`src/rtl/buck_mode_pkg.sv`:
```
package buck_mode_pkg;

    typedef enum logic {
        MODE_PWM  = 1'b0,
        MODE_HYST = 1'b1
    } mode_e;

    typedef struct packed {
        logic hs;
        logic ls;
    } gate_t;

    localparam gate_t GATES_OFF = '{hs: 1'b0, ls: 1'b0};

    // Complementary drive derived from the loop request: never both on.
    function automatic gate_t gates_from_req(input logic req);
        gate_t g;
        g.hs = req;
        g.ls = ~req;
        return g;
    endfunction

endpackage

```
`src/rtl/buck_mode_runcnt.sv`:
```
module buck_mode_runcnt #(
    parameter int RUN_LEN = 8,
    parameter int CNT_W   = 3
) (
    input  logic clk,
    input  logic rst,
    input  logic clr,
    input  logic smp_vld,
    input  logic smp_opp,
    output logic run_done
);
    localparam logic [CNT_W-1:0] LAST = CNT_W'(RUN_LEN - 1);

    logic [CNT_W-1:0] cnt_q;

    // The current sample completes the run when LAST opposing samples precede it.
    assign run_done = smp_vld & smp_opp & (cnt_q == LAST);

    always_ff @(posedge clk) begin
        if (rst || clr) begin
            cnt_q <= '0;
        end else if (smp_vld) begin
            if (!smp_opp)
                cnt_q <= '0;
            else if (cnt_q != LAST)
                cnt_q <= cnt_q + 1'b1;
        end
    end
endmodule

```
`src/rtl/buck_mode_fsm.sv`:
```
module buck_mode_fsm
    import buck_mode_pkg::*;
(
    input  logic  clk,
    input  logic  rst,
    input  logic  en,
    input  logic  run_done,
    input  logic  out_sag,
    input  logic  out_low,
    input  logic  out_high,
    output mode_e mode_q,
    output mode_e mode_nxt,
    output logic  entering,
    output logic  burst_nxt
);
    logic burst_q;

    always_comb begin
        if (!en) begin
            mode_nxt = MODE_PWM;
        end else begin
            unique case (mode_q)
                MODE_PWM:  mode_nxt = run_done ? MODE_HYST : MODE_PWM;
                MODE_HYST: mode_nxt = (run_done || out_sag) ? MODE_PWM : MODE_HYST;
                default:   mode_nxt = MODE_PWM;
            endcase
        end
    end

    assign entering = (mode_q == MODE_PWM) && (mode_nxt == MODE_HYST);

    always_comb begin
        if (mode_nxt != MODE_HYST || entering)
            burst_nxt = 1'b0;
        else if (out_high)
            burst_nxt = 1'b0;
        else if (out_low)
            burst_nxt = 1'b1;
        else
            burst_nxt = burst_q;
    end

    always_ff @(posedge clk) begin
        if (rst) begin
            mode_q  <= MODE_PWM;
            burst_q <= 1'b0;
        end else begin
            mode_q  <= mode_nxt;
            burst_q <= burst_nxt;
        end
    end
endmodule

```
`src/rtl/buck_mode_gate.sv`:
```
module buck_mode_gate
    import buck_mode_pkg::*;
(
    input  logic  clk,
    input  logic  rst,
    input  logic  en,
    input  mode_e mode_nxt,
    input  logic  entering,
    input  logic  burst_nxt,
    input  logic  pwm_req,
    output logic  hs_req,
    output logic  ls_req
);
    gate_t g_d;
    gate_t g_q;

    always_comb begin
        if (!en)
            g_d = GATES_OFF;
        else if (mode_nxt == MODE_PWM)
            g_d = gates_from_req(pwm_req);
        else if (burst_nxt && !entering)
            g_d = gates_from_req(pwm_req);
        else
            g_d = GATES_OFF;
    end

    always_ff @(posedge clk) begin
        if (rst)
            g_q <= GATES_OFF;
        else
            g_q <= g_d;
    end

    assign hs_req = g_q.hs;
    assign ls_req = g_q.ls;
endmodule

```
`src/rtl/buck_mode_ctrl.sv`:
```
module buck_mode_ctrl
    import buck_mode_pkg::*;
#(
    parameter int RUN_LEN = 8
) (
    input  logic clk,
    input  logic rst,
    input  logic en,
    input  logic ls_win,
    input  logic ph_pos,
    input  logic out_low,
    input  logic out_high,
    input  logic out_sag,
    input  logic pwm_req,
    output logic hs_req,
    output logic ls_req,
    output logic mode_hyst
);
    localparam int CNT_W = (RUN_LEN > 1) ? $clog2(RUN_LEN) : 1;

    mode_e mode_q;
    mode_e mode_nxt;
    logic  entering;
    logic  burst_nxt;
    logic  run_done;
    logic  smp_opp;
    logic  cnt_clr;

    // A sample opposes the mode when its sign points to the other mode.
    assign smp_opp = ph_pos ^ (mode_q == MODE_HYST);
    assign cnt_clr = ~en | (mode_nxt != mode_q);

    buck_mode_runcnt #(
        .RUN_LEN (RUN_LEN),
        .CNT_W   (CNT_W)
    ) u_run (
        .clk      (clk),
        .rst      (rst),
        .clr      (cnt_clr),
        .smp_vld  (ls_win),
        .smp_opp  (smp_opp),
        .run_done (run_done)
    );

    buck_mode_fsm u_fsm (
        .clk       (clk),
        .rst       (rst),
        .en        (en),
        .run_done  (run_done),
        .out_sag   (out_sag),
        .out_low   (out_low),
        .out_high  (out_high),
        .mode_q    (mode_q),
        .mode_nxt  (mode_nxt),
        .entering  (entering),
        .burst_nxt (burst_nxt)
    );

    buck_mode_gate u_gate (
        .clk       (clk),
        .rst       (rst),
        .en        (en),
        .mode_nxt  (mode_nxt),
        .entering  (entering),
        .burst_nxt (burst_nxt),
        .pwm_req   (pwm_req),
        .hs_req    (hs_req),
        .ls_req    (ls_req)
    );

    assign mode_hyst = (mode_q == MODE_HYST);
endmodule

```
`config.mk`:
```
export PLATFORM = sky130hd
export DESIGN_NAME = buck_mode_ctrl
export DESIGN_NICKNAME = d
export VERILOG_FILES = /design/src/rtl/buck_mode_pkg.sv /design/src/rtl/buck_mode_runcnt.sv /design/src/rtl/buck_mode_fsm.sv /design/src/rtl/buck_mode_gate.sv /design/src/rtl/buck_mode_ctrl.sv
export SDC_FILE = /design/constraint.sdc
export NUM_CORES = 1
export LEC_CHECK = 0
export CAP_MARGIN = 25
export CORE_AREA = 3 3 40 42
export DETAILED_ROUTE_END_ITERATION = 10
export DIE_AREA = 0 0 43 45
export PLACE_DENSITY_LB_ADDON = 0.15
export SKIP_LAST_GASP = 1
export SYNTH_ARGS = -nofsm -noshare
export SYNTH_HDL_FRONTEND = slang
export SYNTH_HIERARCHICAL = 1
export SYNTH_SLANG_ARGS = --single-unit
export TNS_END_PERCENT = 100
```
`constraint.sdc`:
```
create_clock -name clk -period 2.6 [get_ports clk]
set_input_delay 0.52 -clock clk [delete_from_list [all_inputs] [get_ports clk]]
set_output_delay 0.52 -clock clk [all_outputs]
set_load 0.1 [all_outputs]
```
==> flow_summary.toml, run 1 <==
[outcome]
status = "finished, final reports clean"

[setup_path]
critPathRequiredTime_ps = 2770
cp-start-kind = "input pin"
reg2reg_from = "u_run/cnt_q[0]"
r2r_cells = 9
crit_slowest_cell = "clkdlybuf4s50_1"
crit_family = "simple AND/OR/NAND/NOR gates"
cp-end-kind = "flip-flop"
crit_chain = "clkdlybuf4s50_1, xor2_1, and3_1, or3b_4, a21oi_2, xnor2_1, nand2_2, or3b_1, o22ai_1"
cpPeakStageDelay_ps = 410
crit_start = "ph_pos"
worstPathArrival_ps = 2640
rr_endpoint = "u_run/cnt_q[2]"
path_buf_inv = 1
rrSetupSlack_ps = 200
crit_type = "in -> reg"
crit_path_max_fanout = 6

[yosys]
ys.flop_type = "dfxtp_1"
synth_xor_area_share_pct = 4.31
synth_warnings = 6
ys_seq_elements = 7
yosys.area_share.adder_pct = 6.15
synthCells = 39
syn_area_um2 = 407
ys_top_cells_by_area = "dfxtp_1 34%, or3b_1 11%, a2111oi_4 6.8%, ha_1 6.2%, nand3b_1 3.7%"
synth_top_family_by_area = "simple AND/OR/NAND/NOR gates"
yosys.area_share.simple_pct = 35.1
avgSynthCellArea_um2 = 10.4
synth_compound_area_share_pct = 18.2
synth_edf_count = 0
synth_top_area_cell = "dfxtp_1"
syn_nets = 50
synth_mux_area_share_pct = 0
synth_top_area_share_pct = 34.5
yosysUniqueCellTypes = 22
synth-seq-area-share_pct = 34.5
async_flop_share_pct = 0

[floorplan]
coreArea_um2 = 1280
pin_count = 12
initial_utilization_pct = 31.6
fp.dieW_um = 43
num_rows = 13
die-area_um2 = 1940
die_height_um = 45

[placement]
dpl.cell_count = 71
dp_hpwl_um = 680
io_buffers = 11
pre_cts_slack_ps = -183
gp_congestion = 0.742

[timing]
fin_setup_tns_ps = 0
finalCritPeriodShare_pct = 94.9
grt_setup_unrepaired = "false"
slew_headroom_pct = 73.5
max_freq_ghz = 0.405
drv_slew = 0
fin_worst_skew_ps = 2.11
worstMarginPinSlew_ps = 395
setup_viol = 0
hold_viol_final = 0
postLayoutSetupSlackWorst_ps = 132
period_needed_ps = 2470
whs_ps = 562

[job]
cap_violations = 0

[finish]
syn_to_final_growth_pct = 49.2
layout-drive-gt1-share_pct = 31.7
finish.utilization_pct = 47.2
final_common_cell = "buf_4"
final_cell_mix = "9 x buf_4, 8 x clkdlybuf4s50_1, 6 x dfxtp_1"
antenna-diode-count = 0
nFillCells = 125
fin_cells = 75
layout.nets = 72

[worst_hold_path]
min_to = "u_fsm/burst_q"
hold_depth = 2
hold_start = "u_fsm/burst_q"
hold_path_class = "reg -> reg"

[power_and_ir_drop]
p_sw_share_pct = 25.0
p_per_area_nw_per_um2 = 410
leakage_nw = 0.235
vdd_drop_max_mv = 0.242
p_clk_share_pct = 39.2
p_seq_share_pct = 44.2
comb_power_share_pct = 16.7
p_int_w = 0.000187
switchingPower_w = 0.0000622

[clocking]
cts.sinks = 7
worstSkewPairLatency_ps = 250
root_buffer = "clkbuf_4"
clk_pin_slew_ps = 50
htree_levels = 1
clockBufferDepth = 2
cts_tree = "yes"
cts_made_buffers = 3

[grt]
grt_pass1_wl_mm = 1.46
grt_pass1_vias = 358
grt_max_degree = 11
antenna_found_initial = 0
grt.total_usage_pct = 10.7
grt_overflow_total = 0

[drt]
post_drt_wl_per_cell_um = 12.0
dr.pass1.iters = 2
viasPerCell = 5.01
drtIter0Drc = 3
post-route-drc-count = 0
drtAntennaViolNets = 0
vias = 376
routed_wl_um = 900
[sequential cells by signal, indices dropped and copies added, names as in the netlist]
name / cells
u_run/cnt_q: 3
u_fsm/burst_q: 1
u_gate/ls_req: 1
u_gate/hs_req: 1
u_fsm/mode_q: 1
[how the worst max path moves through the flow]
stage / depth (start not counted) / end / slack [ps]
after floorplan: 8 / u_run/cnt_q[1] / 3
after global placement: 9 / u_run/cnt_q[1] / -150
after detailed placement: 9 / u_run/cnt_q[2] / -180
after CTS: 9 / u_run/cnt_q[2] / 60
after global routing: 9 / u_run/cnt_q[2] / 7
final: 9 / u_run/cnt_q[2] / 130
[what timing repair did]
item                                    in CTS  in global routing
hold buffers                                 0                  0
buffers inserted                             0                  0
endpoints found under the setup margin       0                  3
gates resized for setup                      0                  2
[stage by stage]
step | instance area [um2] | total power [W]
6_report | 607 | 0.000249
4_1_cts | 601 | 0.000254
5_1_grt | 607 | 0.000270
3_5_place_dp | 574 | 0.000153
3_3_place_gp | 574 | 0.000152
2_1_floorplan | 408 | 0.000131
[power by group through the flow]
stage                     Combinational (W)  Sequential [W]  Clock (W)
after floorplan                  0.00000982        0.000121          0
after global placement            0.0000398        0.000112          0
after detailed placement          0.0000408        0.000112          0
after CTS                         0.0000411        0.000110   0.000103
after global routing              0.0000445        0.000110   0.000116
final                             0.0000415        0.000110  0.0000976
[kinds of logic (layout without fill, tap and decap cells)]
family,count (synthesis),in the layout
xor gates and xnor gates,2,2
adders and majority gates,2,2
DFF,7,7
and+or+nand+nor,18,18
AOI/OAI and AO/OA,8,8
buffers and inverters,2,23
[cells in the mapped netlist (2+ instances only)]
cell type,number
a21oi_1,2
ha_1,2
nand3b_1,2
nor2_1,2
o22ai_1,2
inv_1,2
or3b_1,5
nand2b_1,2
dfxtp_1,7
[metal layers]
layer / track usage, % / wire (um) / vias up
met5: 0 / 0 / -
met4: 3.61 / 8 / 0
met3: 7.57 / 57 / 2
met2: 15.6 / 441 / 9
met1: 12.4 / 392 / 175
li1: - / - / 190
[area by class of cell]
cell class / count / area [um2] / area share [%]
clock buffers: 4 / 26.3 / 4.33
inverters: 2 / 7.51 / 1.24
multi-input cells: 30 / 265 / 43.7
flip-flops and latches: 7 / 141 / 23.3
well taps: 15 / 18.8 / 3.09
repair buffers: 17 / 148 / 24.3
[worst min-delay path, delay by kind of cell (launching register included)]
kind / cells / cell delay, ps
AND/OR/NAND/NOR: 2 / 220
flip-flops: 1 / 300
Power figures use the tool's default switching activity.
==> inputs of run 2 (changes only) <==
--- a/config.mk
+++ b/config.mk
@@ -6,9 +6,11 @@
 export NUM_CORES = 1
 export LEC_CHECK = 0
 export CAP_MARGIN = 25
-export CORE_AREA = 3 3 40 42
+export CELL_PAD_IN_SITES_DETAIL_PLACEMENT = 1
+export CELL_PAD_IN_SITES_GLOBAL_PLACEMENT = 2
+export CORE_MARGIN = 3
+export CORE_UTILIZATION = 26
 export DETAILED_ROUTE_END_ITERATION = 10
-export DIE_AREA = 0 0 43 45
 export PLACE_DENSITY_LB_ADDON = 0.15
 export SKIP_LAST_GASP = 1
 export SYNTH_ARGS = -nofsm -noshare
==> run 2 against run 1 <==
  * Final area is the same
  * Sequential share of layout area is the same
  * Combinational power is essentially flat
  * Via count grew 1.6%
  * Die area grew 7.2%
  * Fmax shrank 0.60%
  * Setup slack lost 15 ps
  * Wire length grew 23%
  * Critical endpoint unchanged
  * Count of clock-buffer cells in the layout is the same
  * Critical path depth is the same
  * Highest routed layer unchanged
  * Sequential power is essentially flat
  * Worst hold slack gained 6.0 ps
==> flow_summary.toml, run 2 (same netlist as run 1, synthesis figures left out) <==
[setup_path]
critPathRequiredTime_ps = 2780
reg2reg_from = "u_run/cnt_q[0]"
r2r_cells = 9
crit_family = "simple AND/OR/NAND/NOR gates"
path_buf_inv = 1
crit_type = "in -> reg"
crit_chain = "clkdlybuf4s50_1, xor2_1, and3_1, or3b_4, a21oi_2, xnor2_1, nand2_2, or3b_1, o22ai_1"
crit_path_max_fanout = 6
crit_slowest_cell = "clkdlybuf4s50_1"
cp-start-kind = "input pin"
worstPathArrival_ps = 2660
rrSetupSlack_ps = 150
cp.depth = 9
cp-end-kind = "flip-flop"
rr_endpoint = "u_run/cnt_q[2]"
cpPeakStageDelay_ps = 410

[drt]
post-route-drc-count = 0
vias = 382
post_drt_wl_per_cell_um = 14.8
viasPerCell = 5.09
drtAntennaViolNets = 0
dr.pass1.iters = 4
drtIter0Drc = 3
routed_wl_mm = 1.11

[timing]
worstMarginPinSlew_ps = 450
drv_slew = 0
slew_headroom_pct = 69.8
setup_viol = 0
finalCritPeriodShare_pct = 95.5
fin_setup_tns_ps = 0
grt_setup_unrepaired = "false"
whs_ps = 568
period_needed_ps = 2480
max_freq_ghz = 0.403
fin_worst_skew_ps = 3.72
hold_viol_final = 0

[power_and_ir_drop]
p_per_area_nw_per_um2 = 424
vdd_drop_max_mv = 0.210
leakage_nw = 0.235

[floorplan]
fp.dieW_um = 45.5
num_rows = 13
coreArea_um2 = 1380
pin_count = 12
die_height_um = 45.5
initial_utilization_pct = 29.4
die-area_um2 = 2070

[finish]
top_register = "u_run/cnt_q"
syn_to_final_growth_pct = 49.2
layout.nets = 72
final_common_cell = "buf_4"
finish.utilization_pct = 43.9
stdcell_area_um2 = 607
largest_register_ffs = 3
layout-drive-gt1-share_pct = 31.7
final_cell_mix = "9 x buf_4, 8 x clkdlybuf4s50_1, 6 x dfxtp_1"
antenna-diode-count = 0
fin_cells = 75

[grt]
grt_pass1_wl_mm = 1.82
use_met2_pct = 20.1
antenna_found_initial = 0
grt_most_used_layer = "met2"
grt_max_degree = 11
grt_use_met1_pct = 13.9
grt_pass1_vias = 418
met3_usage_pct = 5.14
grt_overflow_total = 0
grt.total_usage_pct = 12.8

[placement]
dp_hpwl_um = 869
gp_congestion = 0.770
dpl.cell_count = 71
dpl-instance-area_um2 = 574
io_buffers = 11

[clocking]
worstSkewPairLatency_ps = 260
post_cts_resized = 0
root_buffer = "clkbuf_4"
cts.sinks = 7
cts_made_buffers = 3
cts_tree = "yes"
clockBufferDepth = 2
htree_levels = 1
clk_pin_slew_ps = 60
post-cts-setup-buffer-count = 0
holdBufCountCts = 0

[worst_hold_path]
hold_path_class = "reg -> reg"
hold_depth = 2
min_to = "u_fsm/burst_q"
hold_start = "u_fsm/burst_q"

[outcome]
status = "finished, final reports clean"

[job]
cap_violations = 0
## run 2: cell type report
class,instances,area [um2]
Fill cell,161,776
Multi-Input combinational cell,30,265
Tap cell,15,18.8
Clock buffer,4,26.3
Timing Repair Buffer,17,148
Inverter,2,7.51
Sequential cell,7,141
## run 2: worst max-delay path by stage
| stage | startpoint | to |
|---|---|---|
| detailed placement | ph_pos | u_run/cnt_q[1] |
| finish | ph_pos | u_run/cnt_q[2] |
| global route | ph_pos | u_run/cnt_q[2] |
| CTS | ph_pos | u_run/cnt_q[1] |
| floorplan | u_fsm/mode_q | u_run/cnt_q[1] |
| global placement | ph_pos | u_run/cnt_q[1] |
## run 2: metal layers
layer	up-vias	part of all wire [%]
met5	-	0
met4	0	2.2
met3	3	6.6
met2	13	49
met1	178	42
li1	188	-
## run 2: tightest hold or removal path, cell delays in order (launching register included)
cell and delay [ps]:
dfxtp_1 290, nor2_1 160, nor4_2 70
## run 2: stage by stage
step / setup slack [ps] / total power, W
finish: 117 / 0.000257
floorplan: 3.43 / 0.000131
detailed placement: -229 / 0.000154
global route: 3.06 / 0.000269
global placement: -146 / 0.000152
CTS: 31.8 / 0.000262
## run 2: report_power, final
group	switching, W	total [W]	leakage [nW]	internal, W
clock network	0.0000465	0.000105	0.0150	0.0000590
logic	0.0000228	0.0000418	0.162	0.0000190
registers	0.000000750	0.000110	0.0573	0.000109
total	0.0000701	0.000257	0.235	0.000187
